--- src/rtl/arx_enc_pkg.sv ---
// Package: word types, rotation helpers and cipher constants for the ARX core.
// Assumes 32-bit words and four words per block and per key.
package arx_enc_pkg;
    localparam int WORD_W = 32;
    localparam int NWORDS = 4;
    localparam int BLK_W  = WORD_W * NWORDS;

    typedef logic [WORD_W-1:0]             word_t;
    typedef logic [NWORDS-1:0][WORD_W-1:0] quad_t;

    // Left rotation by a constant amount.
    function automatic word_t rol(word_t v, int unsigned n);
        int unsigned s;
        s = n % WORD_W;
        if (s == 0) return v;
        return (v << s) | (v >> (WORD_W - s));
    endfunction

    // Right rotation expressed as a left rotation.
    function automatic word_t ror(word_t v, int unsigned n);
        return rol(v, WORD_W - (n % WORD_W));
    endfunction

    // Seed constant k of the constant ring.
    function automatic word_t delta(int unsigned k);
        case (k % 4)
            0:       return 32'hC3EFE9DB;
            1:       return 32'h44626B02;
            2:       return 32'h79E27C8A;
            default: return 32'h78DF30EC;
        endcase
    endfunction

    // Final rotation applied to key word j in each schedule step.
    function automatic int unsigned key_rot(int unsigned j);
        case (j)
            0:       return 1;
            1:       return 3;
            2:       return 6;
            default: return 11;
        endcase
    endfunction
endpackage

--- src/rtl/arx_const_ring.sv ---
// Constant ring: NC registers seeded on load. On each step every register
// takes its neighbour rotated left by one, so slot 0 holds the current
// round constant. rc_o[k] is slot 0 rotated left by k (wiring only).
// Assumes load_i and step_i are never both needed (load wins).
module arx_const_ring
    import arx_enc_pkg::*;
#(
    parameter int NC = NWORDS
) (
    input  logic                       clk,
    input  logic                       rst_n,
    input  logic                       load_i,
    input  logic                       step_i,
    output logic [NC-1:0][WORD_W-1:0]  rc_o
);
    word_t ring_q [NC];

    for (genvar k = 0; k < NC; k++) begin : g_slot
        // Seed, advance-and-rotate, or hold one ring slot.
        always_ff @(posedge clk) begin
            if (!rst_n)      ring_q[k] <= '0;
            else if (load_i) ring_q[k] <= delta(k);
            else if (step_i) ring_q[k] <= rol(ring_q[(k + 1) % NC], 1);
        end
        // Per-word constant for this round.
        assign rc_o[k] = rol(ring_q[0], k);
    end


    ring_load_chk: assert property (@(posedge clk) disable iff (!rst_n)
        load_i |=> (ring_q[0] == delta(0)) && (ring_q[NC-1] == delta(NC-1)));
endmodule

--- src/rtl/arx_key_step.sv ---
// Key schedule step: adds each key word to its round constant and rotates
// the sum by the word's fixed amount. Purely combinational.
module arx_key_step
    import arx_enc_pkg::*;
(
    input  quad_t key_i,
    input  quad_t rc_i,
    output quad_t key_o
);
    for (genvar j = 0; j < NWORDS; j++) begin : g_word
        // One word of the next key state.
        assign key_o[j] = rol(key_i[j] + rc_i[j], key_rot(j));
    end
endmodule

--- src/rtl/arx_round.sv ---
// Data round: mixes the state with the six round-key words taken from the
// freshly updated key (T0,T1,T2,T1,T3,T1). Purely combinational.
module arx_round
    import arx_enc_pkg::*;
(
    input  quad_t st_i,
    input  quad_t key_i,
    output quad_t st_o
);
    word_t rk [6];
    word_t s0, s1, s2;

    // Expand the key words into the six round-key words.
    always_comb begin
        rk[0] = key_i[0];
        rk[1] = key_i[1];
        rk[2] = key_i[2];
        rk[3] = key_i[1];
        rk[4] = key_i[3];
        rk[5] = key_i[1];
    end

    // Three xor-add lanes, their rotations, and the word shuffle.
    always_comb begin
        s0 = (st_i[0] ^ rk[0]) + (st_i[1] ^ rk[1]);
        s1 = (st_i[1] ^ rk[2]) + (st_i[2] ^ rk[3]);
        s2 = (st_i[2] ^ rk[4]) + (st_i[3] ^ rk[5]);
        st_o[0] = rol(s0, 9);
        st_o[1] = ror(s1, 5);
        st_o[2] = ror(s2, 3);
        st_o[3] = st_i[0];
    end
endmodule

--- src/rtl/arx_enc_core.sv ---
// Top: round-per-cycle ARX encryption core. Captures plaintext and key on a
// start taken while idle, runs ROUNDS rounds, pulses done, and holds the
// ciphertext until the next accepted start. Synchronous active-low reset.
module arx_enc_core
    import arx_enc_pkg::*;
#(
    parameter int ROUNDS = 24
) (
    input  logic             clk,
    input  logic             rst_n,
    input  logic             start_i,
    input  logic [BLK_W-1:0] pt_i,
    input  logic [BLK_W-1:0] key_i,
    output logic             busy_o,
    output logic             done_o,
    output logic [BLK_W-1:0] ct_o
);
    localparam int              CNT_W = $clog2(ROUNDS);
    localparam logic [CNT_W-1:0] LAST = CNT_W'(ROUNDS - 1);

    quad_t            st_q, key_q, rc, key_nx, st_nx;
    logic [CNT_W-1:0] cnt_q;
    logic             busy_q, done_q, load;

    assign load = start_i && !busy_q;

    arx_const_ring #(.NC(NWORDS)) u_ring (
        .clk(clk), .rst_n(rst_n), .load_i(load), .step_i(busy_q), .rc_o(rc)
    );
    arx_key_step u_key (.key_i(key_q), .rc_i(rc), .key_o(key_nx));
    arx_round    u_rnd (.st_i(st_q), .key_i(key_nx), .st_o(st_nx));

    // State register: load plaintext or take the round result.
    always_ff @(posedge clk) begin
        if (!rst_n)      st_q <= '0;
        else if (load)   st_q <= pt_i;
        else if (busy_q) st_q <= st_nx;
    end

    // Key register: load key or take the scheduled key.
    always_ff @(posedge clk) begin
        if (!rst_n)      key_q <= '0;
        else if (load)   key_q <= key_i;
        else if (busy_q) key_q <= key_nx;
    end

    // Round counter, busy flag and done pulse.
    always_ff @(posedge clk) begin
        if (!rst_n) begin
            cnt_q  <= '0;
            busy_q <= 1'b0;
            done_q <= 1'b0;
        end else begin
            done_q <= 1'b0;
            if (load) begin
                cnt_q  <= '0;
                busy_q <= 1'b1;
            end else if (busy_q) begin
                if (cnt_q == LAST) begin
                    busy_q <= 1'b0;
                    done_q <= 1'b1;
                    cnt_q  <= '0;
                end else begin
                    cnt_q <= cnt_q + 1'b1;
                end
            end
        end
    end

    assign busy_o = busy_q;
    assign done_o = done_q;
    assign ct_o   = st_q;


    load_chk: assert property (@(posedge clk) disable iff (!rst_n)
        (start_i && !busy_o) |=> (busy_o && ct_o == $past(pt_i)));

    busy_run_chk: assert property (@(posedge clk) disable iff (!rst_n)
        (busy_o && cnt_q != LAST) |=> busy_o);

    done_pulse_chk: assert property (@(posedge clk) disable iff (!rst_n)
        done_o |=> !done_o);

    done_edge_chk: assert property (@(posedge clk) disable iff (!rst_n)
        done_o |-> $fell(busy_o));

    busy_start_chk: assert property (@(posedge clk) disable iff (!rst_n)
        (busy_o && start_i && cnt_q != LAST) |=> (busy_o && cnt_q == $past(cnt_q) + 1'b1));

    ct_hold_chk: assert property (@(posedge clk) disable iff (!rst_n)
        (!busy_o && !start_i) |=> $stable(ct_o));
endmodule

--- config.mk ---
export PLATFORM = sky130hd
export DESIGN_NAME = arx_enc_core
export DESIGN_NICKNAME = d
export VERILOG_FILES = /design/src/rtl/arx_enc_pkg.sv /design/src/rtl/arx_const_ring.sv /design/src/rtl/arx_key_step.sv /design/src/rtl/arx_round.sv /design/src/rtl/arx_enc_core.sv
export SDC_FILE = /design/constraint.sdc
export NUM_CORES = 1
export LEC_CHECK = 0
export BUFFER_PORTS_ARGS = -buffer_cell sky130_fd_sc_hd__buf_2
export CAP_MARGIN = 10
export CELL_PAD_IN_SITES_DETAIL_PLACEMENT = 2
export CELL_PAD_IN_SITES_GLOBAL_PLACEMENT = 2
export CORE_AREA = 2 2 289 291
export DETAILED_ROUTE_END_ITERATION = 10
export DIE_AREA = 0 0 291 293
export GPL_TIMING_DRIVEN = 0
export PLACE_DENSITY = 0.82
export SYNTH_ARGS = -nofsm -noshare
export SYNTH_HDL_FRONTEND = slang
export SYNTH_SLANG_ARGS = --single-unit
--- constraint.sdc ---
create_clock -name clk -period 6.4 [get_ports clk]
set_clock_uncertainty 0.15 [all_clocks]
set_input_delay 0.32 -clock clk [delete_from_list [all_inputs] [get_ports clk]]
set_output_delay 0.32 -clock clk [all_outputs]
set_load 0.03 [all_outputs]
======== Word level (Yosys, flattened, before mapping) ========
Memories as Yosys holds them, arrays and structs flattened.
Cells that the tools add are included.
W data, S select, Z words.
operators by class
  add/subtract/negate cells ............... 8
  equal/unequal tests ..................... 1
  mux-type cells .......................... 25
  bitwise operators ....................... 29
  reductions and logical operators ........ 5
operator list
  cell                   number
  $mux W128              4
  $mux W32               8
  $add A32 B32 Y32       7
  $xor A32 B32 Y32       6
  $or A32 B1 Y32         5
  $or A32 B3 Y32         2
  $or A32 B11 Y32        1
  $or A32 B2 Y32         1
  $or A32 B27 Y32        1
  $or A32 B29 Y32        1
  $or A32 B6 Y32         1
  $or A32 B9 Y32         1
  $mux W1                12
  $or A1 B1 Y1           8
  $add A5 B1 Y5 const B  1
  $eq A5 B5 Y1 const B   1
  $mux W5                1
  $reduce_or A3 Y1       1
  $not A1 Y1             2
  $reduce_bool A2 Y1     1
  $reduce_or A2 Y1       1
  $logic_and A1 B1 Y1    1
  $logic_not A1 Y1       1
storage, ports and cells
  register bits ........................... 263
  memory bits (writable) .................. 128
  bits of input ports ..................... 259
  output and inout port bits .............. 130
  word-level logic and storage cells ...... 80
  memories ................................ 1
memory list
  name           words  width  rd ports  clocked after Yosys merged registers in  wr ports  RTL line              source
  u_ring.ring_q  4      32     4         0                                        4         arx_const_ring.sv:16  word_t ring_q [NC];

======== Depth between registers and ports, before layout ========
Gate-level depths: netlist of the first run.
An unclocked memory read counts as a cell.
  depth in word-level cells ............... 9
  mapped depth ............................ 24
  mapped depth without buffers ............ 24

======== Hierarchy ========
From an unflattened synthesis of the first run, not the netlist that was laid out.
unflattened totals
  cells, all modules ...................... 3644
  area, all modules ....................... 31535.2 um^2
modules (own cells, without submodules)
  module          instances  cells an instance  area an instance (um^2)  sequential area each (um^2)
  arx_enc_core    1          1426               12737.2                  5265.0
  arx_round       1          869                6572.6                   0.0
  arx_key_step    1          865                6130.9                   0.0
  arx_const_ring  1          484                6094.6                   3843.7

======== Worst setup path before layout of the first run ========
Ideal clock, no wire load.
  path kind ............................... register to register
  start point ............................. memory u_ring.ring_q[0][30] in the netlist's numbering
  end point ............................... register st_q, in the netlist ct_o[56]
  setup time .............................. 0.086 ns
  arrival ................................. 5.255 ns
  required time ........................... 6.164 ns
  setup slack ............................. 0.910 ns
  cell stages (with the launch flop) ...... 24
  buffers on the path ..................... 0
  period minus slack after synthesis ...... 5.490 ns
  path through ............................ edfxtp_1 > ha_1 > fa_1 > a21o_1 > a21oi_1 > o21bai_1 > a211o_1 > a41oi_1 > o211ai_1 > a41oi_1 > nor2b_1 > xor2_1 > xnor2_1 > ha_1 > o21ai_1 > o21a_1 > nor3_2 > a211oi_2 > o41ai_1 > nand4_1 > a31oi_1 > nor2_1 > xor2_1 > a211oi_1
RTL lines
  what                    RTL line              source
  start: declaration      arx_const_ring.sv:16
  end signal: assignment  arx_enc_core.sv:36    else if (load) st_q <= pt_i;
  end signal: assignment  arx_enc_core.sv:37    else if (busy_q) st_q <= st_nx;
  end: declaration        arx_enc_core.sv:21    quad_t st_q, key_q, rc, key_nx, st_nx;

==> flow_summary.json, run 1 <==
{
  "fin_cells": 5089,
  "report.final.slew_viol_count": 0,
  "hold_path_class": "in2reg",
  "synthCells": 3213,
  "violations": "negative hold slack, negative setup slack",
  "setup_viol": 1,
  "wirelength_mm": 190,
  "vias": 32686,
  "r2r_cells": 20,
  "ys_types": 84,
  "status": "complete, but fails checks",
  "wire_per_inst_um": 37.4,
  "tritoncts": "yes",
  "power_uw": 18400,
  "path_clk_slew_ns": 0.07,
  "reg2reg_slack_ns": -0.02,
  "cts_inserted_buffers": 52,
  "path_max_fanout": 7,
  "viasPerCell": 6.42,
  "critPathLaunchType": "flip-flop",
  "yosysSeqAreaShare_pct": 31.9,
  "area_growth_pct": 31.9,
  "cap_violations": 0,
  "ff_latch_area_mm2": 0.00911,
  "finalHoldViolations": 2,
  "ir_drop_v": 0.000249,
  "yosysWarnings": 0,
  "port_buffers": 386,
  "criticalPathCategory": "reg2reg",
  "cp-end-kind": "flip-flop",
  "async_flop_share_pct": 0,
  "power.density_mw_per_mm2": 490,
  "tightest_slew_ns": 1.46,
  "cts_buffer_depth": 3,
  "fin_area_mm2": 0.0377,
  "crit_start": "u_ring.ring_q[0][17]",
  "ioPinCount": 389,
  "total_leakage_power_uw": 0.0171,
  "insertion_delay_ns": 0.69,
  "first_pass_iters": 5,
  "placed_cells": 4673,
  "cp_data_required_time_ns": 6.83,
  "fin_crit_ns": 6.42,
  "initial_core_util_pct": 34.9,
  "first_global_vias": 34482,
  "pre_cts_ws_ns": -1.10,
  "cts.sinks": 391,
  "multi_input_area_mm2": 0.0192,
  "htree_levels": 2,
  "cts_root_buffer": "clkbuf_16",
  "antenna_found_initial": 12,
  "top_layer_used": "met5",
  "synth_area_mm2": 0.0286,
  "fillers": 8753,
  "initialDrtViolationCount": 3449,
  "nNetsFinal": 4451,
  "syn_nets": 3697,
  "die_area_mm2": 0.0853,
  "remaining_drc_errors": 0,
  "grt_overflow": 0,
  "rows": 105,
  "relSlewSlack_pct": 2.80,
  "gp_congestion": 1.02,
  "m1WireLength_mm": 69.1,
  "synth-edff-count": 128,
  "dpl_cell_area_mm2": 0.0319,
  "ys.flop_type": "dfxtp_1",
  "crit_arrival_ns": 6.85,
  "die_h_um": 293,
  "ys_ff_latch": 391,
  "die_w_um": 291,
  "cp-endpoint": "ct_o[8]",
  "wl_met2_mm": 81.2,
  "avgSynthCellArea_um2": 8.89,
  "grt_pass1_wl_mm": 260,
  "period_share_pct": 100,
  "wl_met3_mm": 21.0,
  "drive_above_1_share_pct": 19.2,
  "timing.hold.ws_ns": -0.0105,
  "ant_nets": 0,
  "grt_max_degree": 56,
  "core_area_mm2": 0.0818,
  "grt_use_total_pct": 42.6,
  "hpwl_mm": 132,
  "r2r_end": "ct_o[8]",
  "fmax_mhz": 156,
  "r2r-start": "u_ring.ring_q[0][17]",
  "final.setup.worst_slack_ns": -0.0183
}
-- worst max-delay path, stage by stage, from the launching register on --
cell,delay (ns)
edfxtp_1,0.55
buf_12,0.21
ha_1,0.26
clkbuf_1,0.29
o21a_1,0.17
o21ai_0,0.08
a21oi_1,0.18
o22a_1,0.20
a21oi_1,0.09
a21oi_2,0.21
a21oi_1,0.13
xnor2_1,0.85
xor2_1,0.71
ha_1,0.44
and4_1,0.26
a221o_1,0.38
a41oi_4,0.27
o21ai_1,0.15
a21oi_1,0.19
xnor3_2,0.33
o22ai_1,0.21
-- metrics by stage --
stage | hold WS (ns) | util, % | TNS (ns)
finish | -0.0105 | 46.0 | -0.0183
global route | 0.0344 | 46.0 | -0.346
CTS | 0.000606 | 45.0 | -0.0382
detailed placement | 0.372 | 39.0 | -24.82
global placement | 0.342 | 38.9 | -55.67
floorplan | 0.323 | - | 0
-- Yosys cell counts (all sizes together), types with 8 or more instances --
library cell  number  area share, %
or3                8           0.18
xor2             169            5.2
o21a              23           0.60
ha               218            9.6
buf               30           0.39
nor3              31           0.56
mux2i            139            4.9
a31oi             16           0.35
nor4              13           0.34
a21oi            362            6.4
o22ai             35           0.79
nand3             46           0.81
and3              79            1.7
o21ai            149            2.6
clkbuf           138            1.8
inv              139            1.8
o21bai            31           0.81
o211a              8           0.28
nor2             223            2.9
nor2b             90            2.0
mux2              39            1.5
o31ai             11           0.29
nand2b            30           0.66
edfxtp           128             13
a21o             106            2.8
xnor2            215            6.6
nand4             15           0.33
and2               8           0.18
a211oi           211            5.6
dfxtp            263             18
nand2            104            1.4
o211ai            16           0.42
-- how the worst min path moves through the flow --
| stage | cells after the start | endpoint | slack (ns) | from |
|---|---|---|---|---|
| detailed placement | 2 | cnt_q[4] | 0.37 | cnt_q[4] |
| finish | 4 | key_q[81] | -0.01 | key_i[81] |
| CTS | 3 | key_q[37] | 0.0006 | key_i[37] |
| global placement | 2 | cnt_q[4] | 0.34 | cnt_q[4] |
| floorplan | 2 | cnt_q[4] | 0.32 | cnt_q[4] |
| global route | 4 | key_q[81] | 0.03 | key_i[81] |
-- kinds of logic (layout without fill, tap and decap cells) --
logic type | after synthesis | count (layout) | share of synthesized area [%]
AO/OA/AOI/OAI | 1048 | 1048 | 23.5
AND/OR/NAND/NOR | 672 | 672 | 11.7
XOR/XNOR | 391 | 391 | 12.3
flip-flops | 391 | 391 | 31.9
buffers and inverters | 308 | 1105 | 4.05
adder cells (fa/ha/maj) | 225 | 225 | 10.0
multiplexers | 178 | 178 | 6.41
other | 0 | 9 | 0
-- registers in the layout, indices dropped and copies added, names as in the netlist --
name	count
u_ring.ring_q	128
busy_o	1
ct_o	128
done_o	1
key_q	128
cnt_q	5
-- metal layers --
metal  up-vias  track usage, %
met2      2204            65.7
met1     16400            49.8
met4         8            34.3
met5         -               0
met3       824            11.9
li1      13250               -
-- cells in the final DEF, fill, tap and decap left out, drive strengths merged, types with 9 or more instances in the layout --
cell / n
buf: 523
a21oi: 362
dfxtp: 263
nor2: 223
ha: 218
xnor2: 215
a211oi: 211
dlygate4sd3: 210
clkbuf: 203
xor2: 169
o21ai: 149
inv: 140
mux2i: 139
edfxtp: 128
a21o: 106
nand2: 104
nor2b: 90
and3: 79
nand3: 46
mux2: 39
o22ai: 35
o21bai: 31
nor3: 31
nand2b: 30
o21a: 23
clkinv: 19
o211ai: 16
a31oi: 16
nand4: 15
nor4: 13
o31ai: 11
diode: 9
-- where the power goes --
group	total, uW	switching (uW)	internal [uW]	leakage [uW]
combinational	11300	7350	3990	0.0126
clock	3270	1410	1870	0.000894
sequential	3820	847	2970	0.00362
total	18400	9600	8830	0.0171
-- final cells by class --
cell class                      instances  area share [%]
Inverter                              140            1.40
Clock buffer                           68            3.88
Antenna cell                            9          0.0598
Tap cell                             1070            3.55
Clock inverter                         29            1.01
Timing Repair Buffer                  703            13.3
Sequential cell                       391            24.2
Multi-Input combinational cell       2514            51.0
Buffer                                165            1.64
-- what timing repair did --
action                                 4_1_cts  5_1_grt
pin swaps                                   12       32
hold buffers                               210        0
buffers inserted                            72       29
setup endpoints to repair                   59       53
gates cloned                                 0        0
endpoints found under the hold margin      210        0
resized for setup                           57      112
(Power assumes the default switching activity.)
==> run 2: changes to the inputs <==
--- a/config.mk
+++ b/config.mk
@@ -9,11 +9,11 @@
 export CAP_MARGIN = 10
 export CELL_PAD_IN_SITES_DETAIL_PLACEMENT = 2
 export CELL_PAD_IN_SITES_GLOBAL_PLACEMENT = 2
-export CORE_AREA = 2 2 289 291
+export CORE_AREA = 2 2 298 300
 export DETAILED_ROUTE_END_ITERATION = 10
-export DIE_AREA = 0 0 291 293
+export DIE_AREA = 0 0 300 302
 export GPL_TIMING_DRIVEN = 0
-export PLACE_DENSITY = 0.82
+export PLACE_DENSITY = 0.81
 export SYNTH_ARGS = -nofsm -noshare
 export SYNTH_HDL_FRONTEND = slang
 export SYNTH_SLANG_ARGS = --single-unit
==> constraint.sdc (replaced) <==
create_clock -name clk -period 5.8 [get_ports clk]
set_clock_uncertainty 0.15 [all_clocks]
set_input_delay 0.29 -clock clk [delete_from_list [all_inputs] [get_ports clk]]
set_output_delay 0.29 -clock clk [all_outputs]
set_load 0.03 [all_outputs]
==> run 2 against run 1 <==
  * The flow finishes with violations (max-capacitance violations, max-slew violations, negative setup slack)
  * Sequential cell count stayed put
  * Sequential power rose by 12%
  * Clock power about the same
  * Register-to-register slack worse by 0.45 ns
  * Combinational power grew 29%
  * Sequential share of layout area fell by 1.6 points
==> flow_summary.json, run 2 (synthesis results as in run 1) <==
{
  "grt_max_degree": 71,
  "rows": 109,
  "area_growth_pct": 41.1,
  "ir_drop_v": 0.000290,
  "cp_slowest_cell": "xor2_1",
  "crit_start": "u_ring.ring_q[0][3]",
  "cts.sinks": 391,
  "total_leakage_power_uw": 0.0178,
  "power_frac_seq_pct": 19.3,
  "violations": "max-capacitance violations, max-slew violations, negative setup slack",
  "antenna_found_initial": 28,
  "cp-end-kind": "flip-flop",
  "finalHoldViolations": 0,
  "tightest_slew_ns": 1.54,
  "layout_commonest_cell": "buf_2",
  "port_buffers": 386,
  "core_area_mm2": 0.0876,
  "ioPinCount": 389,
  "fin_setup_tns_ns": -6.18,
  "switching_share_pct": 53.3,
  "p_clk_share_pct": 14.7,
  "drive_above_1_share_pct": 25.2,
  "cap_violations": 1,
  "tritoncts": "yes",
  "criticalPathCategory": "reg2reg",
  "r2r-start": "u_ring.ring_q[0][3]",
  "hpwl_mm": 135,
  "cts_buffer_depth": 3,
  "combPwrFrac_pct": 66.0,
  "status": "complete, but fails checks",
  "grt_pass1_wl_mm": 265,
  "min_from": "key_i[127]",
  "final.setup.worst_slack_ns": -0.468,
  "period_share_pct": 108,
  "fmax_mhz": 160,
  "report.final.slew_viol_count": 5,
  "cts_root_buffer": "clkbuf_16",
  "htree_levels": 2,
  "hold_path_class": "in2reg",
  "gp_congestion": 1.02,
  "setup_viol": 38,
  "mostFrequentLayoutCells": "buf_2 (386), a21oi_1 (307), dfxtp_1 (263)",
  "remaining_drc_errors": 0,
  "ant_nets": 0,
  "p_sw_uw": 11800,
  "cp_data_required_time_ns": 6.23,
  "power.internal_uw": 10300,
  "initialDrtViolationCount": 3880,
  "rsz0062_at_grt": "yes",
  "cts_inserted_buffers": 49,
  "wirelength_mm": 209,
  "die_w_um": 300,
  "path_clk_slew_ns": 0.07,
  "die_area_mm2": 0.0906,
  "relSlewSlack_pct": -3.71,
  "critPathLaunchType": "flip-flop",
  "nNetsFinal": 4568,
  "path_common_cell": "buf_4",
  "dpl_cell_area_mm2": 0.0320,
  "initial_core_util_pct": 32.6,
  "viasPerCell": 6.48,
  "crit_arrival_ns": 6.70,
  "grt_overflow": 0,
  "power_uw": 22100,
  "power.density_mw_per_mm2": 548,
  "first_pass_iters": 6,
  "path_max_fanout": 5,
  "cp_cell_sequence": "buf_4 > buf_4 > ha_1 > nor3_1 > o21ai_2 > a21oi_4 > o311ai_4 > a21o_1 > buf_4 > buf_4 > a211oi_1 > xor2_1 > xnor2_1 > ha_1 > and4_1 > a221o_1 > a41oi_4 > o21ai_2 > a21oi_2 > xnor3_2 > o22ai_2",
  "grt_use_total_pct": 41.4,
  "crit_path_max_incr_delay_ns": 0.81,
  "insertion_delay_ns": 0.68,
  "die_h_um": 302,
  "wire_per_inst_um": 39.4,
  "reg2reg_slack_ns": -0.47,
  "fin_crit_ns": 6.27,
  "first_global_vias": 34488,
  "fin_area_mm2": 0.0403,
  "vias": 34375
}
[run 2: final timing paths]
check	end	depth (start not counted)
setup / recovery	ct_o[8]	21
hold / removal	key_q[127]	5
setup reg to reg	ct_o[8]	21
hold reg to reg	cnt_q[1]	2
[run 2: area by class of cell]
type | count | area, um^2
repair buffers | 828 | 6150
well taps | 1165 | 1460
multi-input cells | 2514 | 20800
flip-flops and latches | 391 | 9110
plain buffers | 160 | 601
inverters | 140 | 529
clock inverters | 26 | 253
diodes | 17 | 42.5
clock buffers | 65 | 1330
fillers | 9308 | 47300
[run 2: metrics by stage]
step	cells	hold WS, ns	setup slack [ns]	util [%]
after floorplan	3213	0.323	0.310	-
after detailed placement	4768	0.368	-1.78	36.6
after global routing	5292	0.00873	-0.533	46.0
after global placement	4764	0.337	-1.60	36.5
after CTS	5207	0.00341	-0.0137	43.3
final	5306	0.0238	-0.468	46.0
[run 2: critical path: cells and delay by family (launching register included)]
family | cells | cell delay (ns)
buf+inv | 4 | 0.67
xor+xnor | 3 | 1.40
simple gates | 2 | 0.62
flops | 1 | 0.41
compound gates | 10 | 2.24
fa+ha+maj | 2 | 0.72
[run 2: routing by layer]
metal  up-vias  part of all wire, %  GRT usage [%]  wire length [um]
met5         -                0.038              0                80
met4        14                   11           31.2             22300
met3      1058                   11           12.3             23800
met2      2567                   43           63.9             89000
met1     17240                   35           48.5             73800
li1      13496                    -              -                 -
[run 2: power by group through the flow]
stage	Clock (uW)	Sequential (uW)	Combinational, uW
floorplan	0	4200	6530
global placement	0	4240	10200
detailed placement	0	4230	10500
CTS	3160	4110	11800
global route	3310	4200	14800
finish	3240	4260	14600
[run 2: repair_timing]
| action | CTS | global route |
|---|---|---|
| hold endpoints to repair | 234 | 0 |
| resized for setup | 190 | 274 |
| setup endpoints to repair | 79 | 58 |
| setup buffers | 117 | 89 |
| hold buffers | 234 | 0 |
| pin swaps | 73 | 149 |
